<file path="src/rtl/uart_txq_pkg.sv">
package uart_txq_pkg;

    // Register byte offsets; software depends on them
    localparam logic [7:0] OFF_STATUS = 8'h14;
    localparam logic [7:0] OFF_WDATA  = 8'h1C;
    localparam logic [7:0] OFF_QCTRL  = 8'h20;
    localparam logic [7:0] OFF_QLEVEL = 8'h24;

    // Bit positions inside the control word
    localparam int FLUSH_BIT = 1;
    localparam int THR_LSB   = 5;
    localparam int THR_W     = 2;

    // Bit positions inside the status word
    localparam int ST_FULL_BIT  = 0;
    localparam int ST_EMPTY_BIT = 2;

    typedef logic [THR_W-1:0] thr_t;

    // Decoded write command handed from the register slice to the core
    typedef struct packed {
        logic       push;
        logic [7:0] byte_val;
        logic       flush;
    } wcmd_t;

endpackage

</file>
<file path="src/rtl/uart_txq_csr.sv">
module uart_txq_csr
    import uart_txq_pkg::*;
#(
    parameter int ADDR_W = 6,
    parameter int CNT_W  = 6,
    parameter int FLD_W  = 5
) (
    input  logic              clk_i,
    input  logic              rst_ni,
    input  logic              wr_en_i,
    input  logic [ADDR_W-1:0] wr_addr_i,
    input  logic [31:0]       wr_data_i,
    input  logic [ADDR_W-1:0] rd_addr_i,
    input  logic [CNT_W-1:0]  level_i,
    input  logic              full_i,
    input  logic              empty_i,
    output wcmd_t             cmd_o,
    output thr_t              thr_o,
    output logic [31:0]       rd_data_o
);

    localparam logic [ADDR_W-1:0] A_STATUS = ADDR_W'(OFF_STATUS);
    localparam logic [ADDR_W-1:0] A_WDATA  = ADDR_W'(OFF_WDATA);
    localparam logic [ADDR_W-1:0] A_QCTRL  = ADDR_W'(OFF_QCTRL);
    localparam logic [ADDR_W-1:0] A_QLEVEL = ADDR_W'(OFF_QLEVEL);

    typedef struct packed {
        thr_t thr;
    } csr_state_t;

    csr_state_t st_d, st_q;
    logic       ctrl_wr;
    logic       unused_wbits;

    assign ctrl_wr      = wr_en_i && (wr_addr_i == A_QCTRL);
    assign unused_wbits = ^{wr_data_i[31:THR_LSB+THR_W], wr_data_i[THR_LSB-1:FLUSH_BIT+1],
                            wr_data_i[0]};

    always_comb begin
        st_d           = st_q;
        cmd_o.push     = wr_en_i && (wr_addr_i == A_WDATA);
        cmd_o.byte_val = wr_data_i[7:0];
        cmd_o.flush    = ctrl_wr && wr_data_i[FLUSH_BIT];
        if (ctrl_wr) begin
            st_d.thr = wr_data_i[THR_LSB +: THR_W];
        end
    end

    always_ff @(posedge clk_i or negedge rst_ni) begin
        if (!rst_ni) begin
            st_q <= '0;
        end else begin
            st_q <= st_d;
        end
    end

    assign thr_o = st_q.thr;

    always_comb begin
        rd_data_o = '0;
        unique case (rd_addr_i)
            A_STATUS: begin
                rd_data_o[5:3]          = 3'b111;
                rd_data_o[ST_EMPTY_BIT] = empty_i;
                rd_data_o[ST_FULL_BIT]  = full_i;
            end
            A_QCTRL: begin
                rd_data_o[THR_LSB +: THR_W] = st_q.thr;
            end
            A_QLEVEL: begin
                rd_data_o[FLD_W-1:0] = level_i[FLD_W-1:0];
            end
            default: rd_data_o = '0;
        endcase
    end

endmodule

</file>
<file path="src/rtl/uart_txq_ctl.sv">
module uart_txq_ctl
    import uart_txq_pkg::*;
#(
    parameter int DEPTH = 32,
    parameter int CNT_W = 6
) (
    input  logic             clk_i,
    input  logic             rst_ni,
    input  logic             push_req_i,
    input  logic             pop_req_i,
    input  logic             flush_i,
    input  thr_t             thr_i,
    output logic             push_ok_o,
    output logic             pop_ok_o,
    output logic [CNT_W-1:0] level_o,
    output logic             full_o,
    output logic             empty_o,
    output logic             wm_o,
    output logic             evt_o
);

    localparam logic [CNT_W-1:0] CAP = CNT_W'(DEPTH);

    typedef struct packed {
        logic [CNT_W-1:0] level;
        logic             wm;
        logic             evt;
    } ctl_state_t;

    ctl_state_t       st_d, st_q;
    logic [CNT_W-1:0] thr_ext;
    logic [CNT_W-1:0] next_lvl;

    assign full_o    = (st_q.level == CAP);
    assign empty_o   = (st_q.level == '0);
    assign push_ok_o = push_req_i && !full_o && !flush_i;
    assign pop_ok_o  = pop_req_i && !empty_o && !flush_i;
    assign thr_ext   = CNT_W'(thr_i);

    always_comb begin
        next_lvl = st_q.level;
        if (push_ok_o && !pop_ok_o) begin
            next_lvl = st_q.level + 1'b1;
        end else if (pop_ok_o && !push_ok_o) begin
            next_lvl = st_q.level - 1'b1;
        end
    end

    always_comb begin
        st_d     = st_q;
        st_d.evt = 1'b0;
        if (flush_i) begin
            st_d.level = '0;
            st_d.wm    = 1'b0;
        end else begin
            st_d.level = next_lvl;
            if (push_ok_o && !pop_ok_o && (next_lvl >= thr_ext)) begin
                st_d.wm = 1'b1;
            end
            if (pop_ok_o && !push_ok_o) begin
                if (next_lvl < thr_ext) begin
                    st_d.wm = 1'b0;
                end
                st_d.evt = (next_lvl == '0);
            end
        end
    end

    always_ff @(posedge clk_i or negedge rst_ni) begin
        if (!rst_ni) begin
            st_q <= '0;
        end else begin
            st_q <= st_d;
        end
    end

    assign level_o = st_q.level;
    assign wm_o    = st_q.wm;
    assign evt_o   = st_q.evt;

endmodule

</file>
<file path="src/rtl/uart_txq_mem.sv">
module uart_txq_mem #(
    parameter int DEPTH = 32,
    parameter int PTR_W = 5
) (
    input  logic       clk_i,
    input  logic       rst_ni,
    input  logic       push_ok_i,
    input  logic       pop_ok_i,
    input  logic       flush_i,
    input  logic [7:0] byte_i,
    output logic [7:0] head_o
);

    typedef struct packed {
        logic [PTR_W-1:0] wp;
        logic [PTR_W-1:0] rp;
    } ptr_t;

    ptr_t       ptr_d, ptr_q;
    logic [7:0] store [DEPTH];

    always_comb begin
        ptr_d = ptr_q;
        if (flush_i) begin
            ptr_d = '0;
        end else begin
            if (push_ok_i) begin
                ptr_d.wp = ptr_q.wp + 1'b1;
            end
            if (pop_ok_i) begin
                ptr_d.rp = ptr_q.rp + 1'b1;
            end
        end
    end

    always_ff @(posedge clk_i or negedge rst_ni) begin
        if (!rst_ni) begin
            ptr_q <= '0;
        end else begin
            ptr_q <= ptr_d;
        end
    end

    always_ff @(posedge clk_i) begin
        if (push_ok_i && !flush_i) begin
            store[ptr_q.wp] <= byte_i;
        end
    end

    assign head_o = store[ptr_q.rp];

endmodule

</file>
<file path="src/rtl/uart_txq.sv">
module uart_txq
    import uart_txq_pkg::*;
#(
    parameter int DEPTH  = 32,
    parameter int ADDR_W = 6
) (
    input  logic              clk_i,
    input  logic              rst_ni,
    input  logic              wr_en_i,
    input  logic [ADDR_W-1:0] wr_addr_i,
    input  logic [31:0]       wr_data_i,
    input  logic [ADDR_W-1:0] rd_addr_i,
    output logic [31:0]       rd_data_o,
    input  logic              tx_en_i,
    input  logic              tx_done_i,
    output logic [7:0]        tx_byte_o,
    output logic              tx_avail_o,
    output logic              wm_o,
    output logic              empty_evt_o
);

    // DEPTH must be a power of two so the pointers wrap on their own
    localparam int PTR_W = $clog2(DEPTH);
    localparam int CNT_W = PTR_W + 1;
    localparam int FLD_W = PTR_W;

    wcmd_t            cmd;
    thr_t             thr;
    logic [CNT_W-1:0] level;
    logic             full;
    logic             empty;
    logic             push_ok;
    logic             pop_ok;
    logic             pop_req;

    assign pop_req = tx_done_i && tx_en_i;

    uart_txq_csr #(
        .ADDR_W (ADDR_W),
        .CNT_W  (CNT_W),
        .FLD_W  (FLD_W)
    ) csr_i (
        .clk_i     (clk_i),
        .rst_ni    (rst_ni),
        .wr_en_i   (wr_en_i),
        .wr_addr_i (wr_addr_i),
        .wr_data_i (wr_data_i),
        .rd_addr_i (rd_addr_i),
        .level_i   (level),
        .full_i    (full),
        .empty_i   (empty),
        .cmd_o     (cmd),
        .thr_o     (thr),
        .rd_data_o (rd_data_o)
    );

    uart_txq_ctl #(
        .DEPTH (DEPTH),
        .CNT_W (CNT_W)
    ) ctl_i (
        .clk_i      (clk_i),
        .rst_ni     (rst_ni),
        .push_req_i (cmd.push),
        .pop_req_i  (pop_req),
        .flush_i    (cmd.flush),
        .thr_i      (thr),
        .push_ok_o  (push_ok),
        .pop_ok_o   (pop_ok),
        .level_o    (level),
        .full_o     (full),
        .empty_o    (empty),
        .wm_o       (wm_o),
        .evt_o      (empty_evt_o)
    );

    uart_txq_mem #(
        .DEPTH (DEPTH),
        .PTR_W (PTR_W)
    ) mem_i (
        .clk_i     (clk_i),
        .rst_ni    (rst_ni),
        .push_ok_i (push_ok),
        .pop_ok_i  (pop_ok),
        .flush_i   (cmd.flush),
        .byte_i    (cmd.byte_val),
        .head_o    (tx_byte_o)
    );

    assign tx_avail_o = !empty;

endmodule

</file>
<file path="config.mk">
export PLATFORM = sky130hd
export DESIGN_NAME = uart_txq
export DESIGN_NICKNAME = d
export VERILOG_FILES = /design/src/rtl/uart_txq_pkg.sv /design/src/rtl/uart_txq_csr.sv /design/src/rtl/uart_txq_ctl.sv /design/src/rtl/uart_txq_mem.sv /design/src/rtl/uart_txq.sv
export SDC_FILE = /design/constraint.sdc
export NUM_CORES = 1
export LEC_CHECK = 0
export ABC_AREA = 1
export CAP_MARGIN = 25
export CORE_ASPECT_RATIO = 1.75
export CORE_MARGIN = 3
export CORE_UTILIZATION = 63
export CTS_CLUSTER_SIZE = 28
export DETAILED_ROUTE_END_ITERATION = 8
export GPL_ROUTABILITY_DRIVEN = 1
export PLACE_DENSITY = 0.81
export SETUP_SLACK_MARGIN = 0.1
export SYNTH_ARGS = -nofsm -noshare
export SYNTH_HDL_FRONTEND = slang
export SYNTH_HIERARCHICAL = 1
export SYNTH_SLANG_ARGS = --single-unit
</file>
<file path="constraint.sdc">
create_clock -name clk_i -period 3.63 [get_ports clk_i]
set_input_delay 0.5445 -clock clk_i [delete_from_list [all_inputs] [get_ports clk_i]]
set_output_delay 0.5445 -clock clk_i [all_outputs]
set_load 0.05 [all_outputs]
</file>
==> impl_metrics.tcl <==
set metrics [dict create \
    run_status "complete, no violations" \
    clock_latency_ns 0.51 \
    cts_inserted_buffers 23 \
    cts_repair_resize_count 0 \
    crit_path_max_incr_delay_ns 0.64 \
    grt_max_degree 97 \
    cts_buffer_depth 3 \
    yosysTopAreaCellShare_pct 60.5 \
    synthesis.area_per_instance_um2 9.89 \
    drc 0 \
    fin_tns_setup_ns 0 \
    startpoint_type "register" \
    final_common_cell "nand2_1" \
    maxSlewHeadroom_pct 47.6 \
    timing.critical_path.required_ns 3.09 \
    clock-sinks 276 \
    coreArea_mm2 0.0197 \
    crit_path_end_kind "primary output" \
    synth_top_cell_by_area "edfxtp_1" \
    drt_iter0_drc 739 \
    critical_path.reg2reg.endpoint "mem_i/store[29][7]" \
    crit_path_start "mem_i/ptr_q[0]" \
    wire_length_of_the_first_global_routing_pass_mm 42.3 \
    final_layout_size_suffix_gt1_share_pct 9.65 \
    placement.io_buffers 42 \
    final_period_minus_worst_setup_slack_ns 3.20 \
    power_density_over_the_cells_mw_per_mm2 640 \
    cell_chain_critical_path "clkinv_2 > buf_12 > nand2_1 > nand2_1 > nand2_1 > a21oi_1 > nor2_1 > nand2_1 > nand2_1 > inv_1 > buf_12" \
    drt.antenna.violating_nets 0 \
    netlist-cell-type-count 34 \
    critical_path.endpoint "tx_byte_o[7]" \
    timing.clock.skew_ns 0.0143 \
    replace_congestion 0.871 \
    grt_setup_unrepaired "no" \
    post-route-period-util_pct 88.1 \
    clkTransAtPathRegs_ns 0.07 \
    grt_remaining_overflow 0 \
    number_of_global_route_vias_before_repair 8414 \
    dpl.hpwl_mm 16.9 \
    die_area_mm2 0.0220 \
    effective_utilization_at_floorplan_pct 64.4 \
    layout.nets 1401 \
    timing.critical_path.slowest_stage_cell "dfrtp_4" \
    synth_seq_cells 276 \
    cts_setup_buffers 0 \
    crit_buf_inv 4 \
    class_of_the_most_critical_setup_path "register to primary output" \
    ctsHtreeMaxLevel 1 \
    final-setup-viol-count 0 \
    synth_top_cells_by_area "edfxtp_1 (61%), nand2_1 (12%), nand3_1 (7.2%)" \
    antenna_found_initial 0 \
    route.detailed.wl_per_inst_um 16.8 \
    worstSetupPathDepth 11 \
    floorplan.die.height_um 194 \
    cts_hold_buffers 0 \
    maximum_fanout_along_the_worst_path 96 \
    cts_root_buffer "clkbuf_16" \
    most_used_cells_in_the_layout_excluding_fill_and_tap_cells "nand2_1 (402), edfxtp_1 (256), nand3_1 (182)" \
    yosys_warnings 6 \
    drv.max_cap_violation_count 0 \
    critical-path-top-cell-by-count "nand2_1" \
    insertedDiodeCount 0 \
    worst_pin_slew_ns 0.787 \
    drt_wl_total_mm 26.8 \
    holdCritPathClass "input pin to async pin" \
    kind_of_cell_adding_the_most_delay_to_the_critical_path "buffers and inverters" \
    critPathArrivalTime_ns 2.65 \
    placement_rows 68 \
    post_synthesis_cell_area_mm2 0.0127 \
    routed-via-count 8697 \
    synthesis.instances 1285 \
    worst_ir_drop_vdd_mv 0.932 \
    die_width_um 113 \
    final_number_of_max_transition_violations 0 \
    final_util_pct 72.3 \
    tritoncts "done" \
    detailedRoute.firstPassIterationCount 7 \
    routed_via_density 5.43 \
    synth_seq_area_share_pct 64.5 \
    p_leak_nw 6.01 \
    timing.reg2reg.worst_path_depth 9 \
    fmaxAchievable_mhz 313 \
    rrSetupSlack_ns 0.85 \
    syn_to_final_growth_pct 12.4 \
    rr_startpoint "ctl_i/level_o[0]" \
    final_hold_viol_count 0 \
    io_pins 92 \
    track_usage_pct 24.5 \
]
-- sequential cells by signal, indices dropped and copies added (netlist names) --
| name | count |
|---|---|
| mem_i/store | 256 |
| mem_i/ptr_q | 10 |
| ctl_i/level_o | 6 |
| csr_i/thr_o | 2 |
| ctl_i/evt_o | 1 |
| ctl_i/wm_o | 1 |
-- synthesized netlist by cell type --
cell type,number
nand2_4,1
nor2_1,67
edfxtp_1,256
a21oi_1,23
inv_1,165
o32ai_1,1
buf_2,39
nor2_4,4
nor3_1,6
clkinv_1,2
a21oi_2,1
inv_2,8
conb_1,1
ha_1,10
nor4_1,1
nand2_1,402
a31oi_1,2
o211ai_1,8
o21bai_4,1
nand2_2,9
buf_4,33
nand3_2,2
nand4_1,2
dfrtp_1,20
nand3b_1,4
buf_1,3
o21ai_2,1
nand3_1,182
clkbuf_1,10
xor2_1,1
o21ai_0,7
nor3b_1,1
nor2_2,9
o21ai_1,3
-- power by group --
| group | switching, mW | leakage (nW) | internal (mW) | total, mW |
|---|---|---|---|---|
| sequential | 0.159 | 2.53 | 3.54 | 3.70 |
| combinational | 2.01 | 3.13 | 1.07 | 3.08 |
| clock | 1.04 | 0.353 | 1.31 | 2.36 |
| total | 3.21 | 6.01 | 5.93 | 9.14 |
-- layer usage --
layer  GRT usage [%]  part of all wire, %  wire length, um
met1            28.8                   36             9720
met2            44.6                   53            14200
met3            2.44                  6.6             1770
met4            10.9                  4.3             1160
met5               0                    0                0
-- through the flow --
| step | area [um2] | setup WS, ns | hold WS (ns) | power, mW | std cells |
|---|---|---|---|---|---|
| global placement | 13500 | 0.329 | 0.517 | 6.76 | 1561 |
| detailed placement | 13500 | 0.222 | 0.525 | 6.82 | 1561 |
| floorplan | 12800 | 0.805 | 0.249 | 5.71 | 1309 |
| CTS | 14200 | 0.436 | 0.539 | 9.16 | 1601 |
| finish | 14300 | 0.431 | 0.243 | 9.14 | 1602 |
| global route | 14300 | 0.281 | 0.236 | 9.56 | 1602 |
-- worst min-delay path by stage --
stage | from | endpoint | slack [ns] | depth (start not counted)
finish | rst_ni | ctl_i/level_o[4] | 0.24 | 1
global route | rst_ni | ctl_i/level_o[4] | 0.24 | 1
CTS | ctl_i/wm_o | ctl_i/wm_o | 0.54 | 2
detailed placement | ctl_i/wm_o | ctl_i/wm_o | 0.53 | 2
global placement | ctl_i/wm_o | ctl_i/wm_o | 0.52 | 2
floorplan | rst_ni | csr_i/thr_o[0] | 0.25 | 0
-- worst reg2reg max path, stage by stage, from the launching register on --
cell and delay, ns:
dfrtp_1 0.44, inv_1 0.14, ha_1 0.26, nand2_2 0.12, nor2_2 0.07, nor2_4 0.23, nand2_1 0.16, inv_1 0.16
nand2_1 0.26, nor2_1 0.58
-- final cells by class --
type,count,area [um2]
inverter,175,658
fill,1337,5470
clock buffer,30,642
tap,245,307
timing repair buffer,93,941
clock inverter,10,76.3
sequential,276,8190
multi-input combinational,773,3460
-- logic make-up after synthesis --
group / count (synthesis) / synth area share (%)
AND/OR/NAND/NOR: 690 / 23.2
flip-flops: 276 / 64.5
buffers and inverters: 260 / 9.04
AO/OA/AOI/OAI: 47 / 2.23
adder cells (fa/ha/maj): 10 / 0.985
XOR/XNOR: 1 / 0.0690
other: 1 / 0.0295
Power figures use the tool's default switching activity.
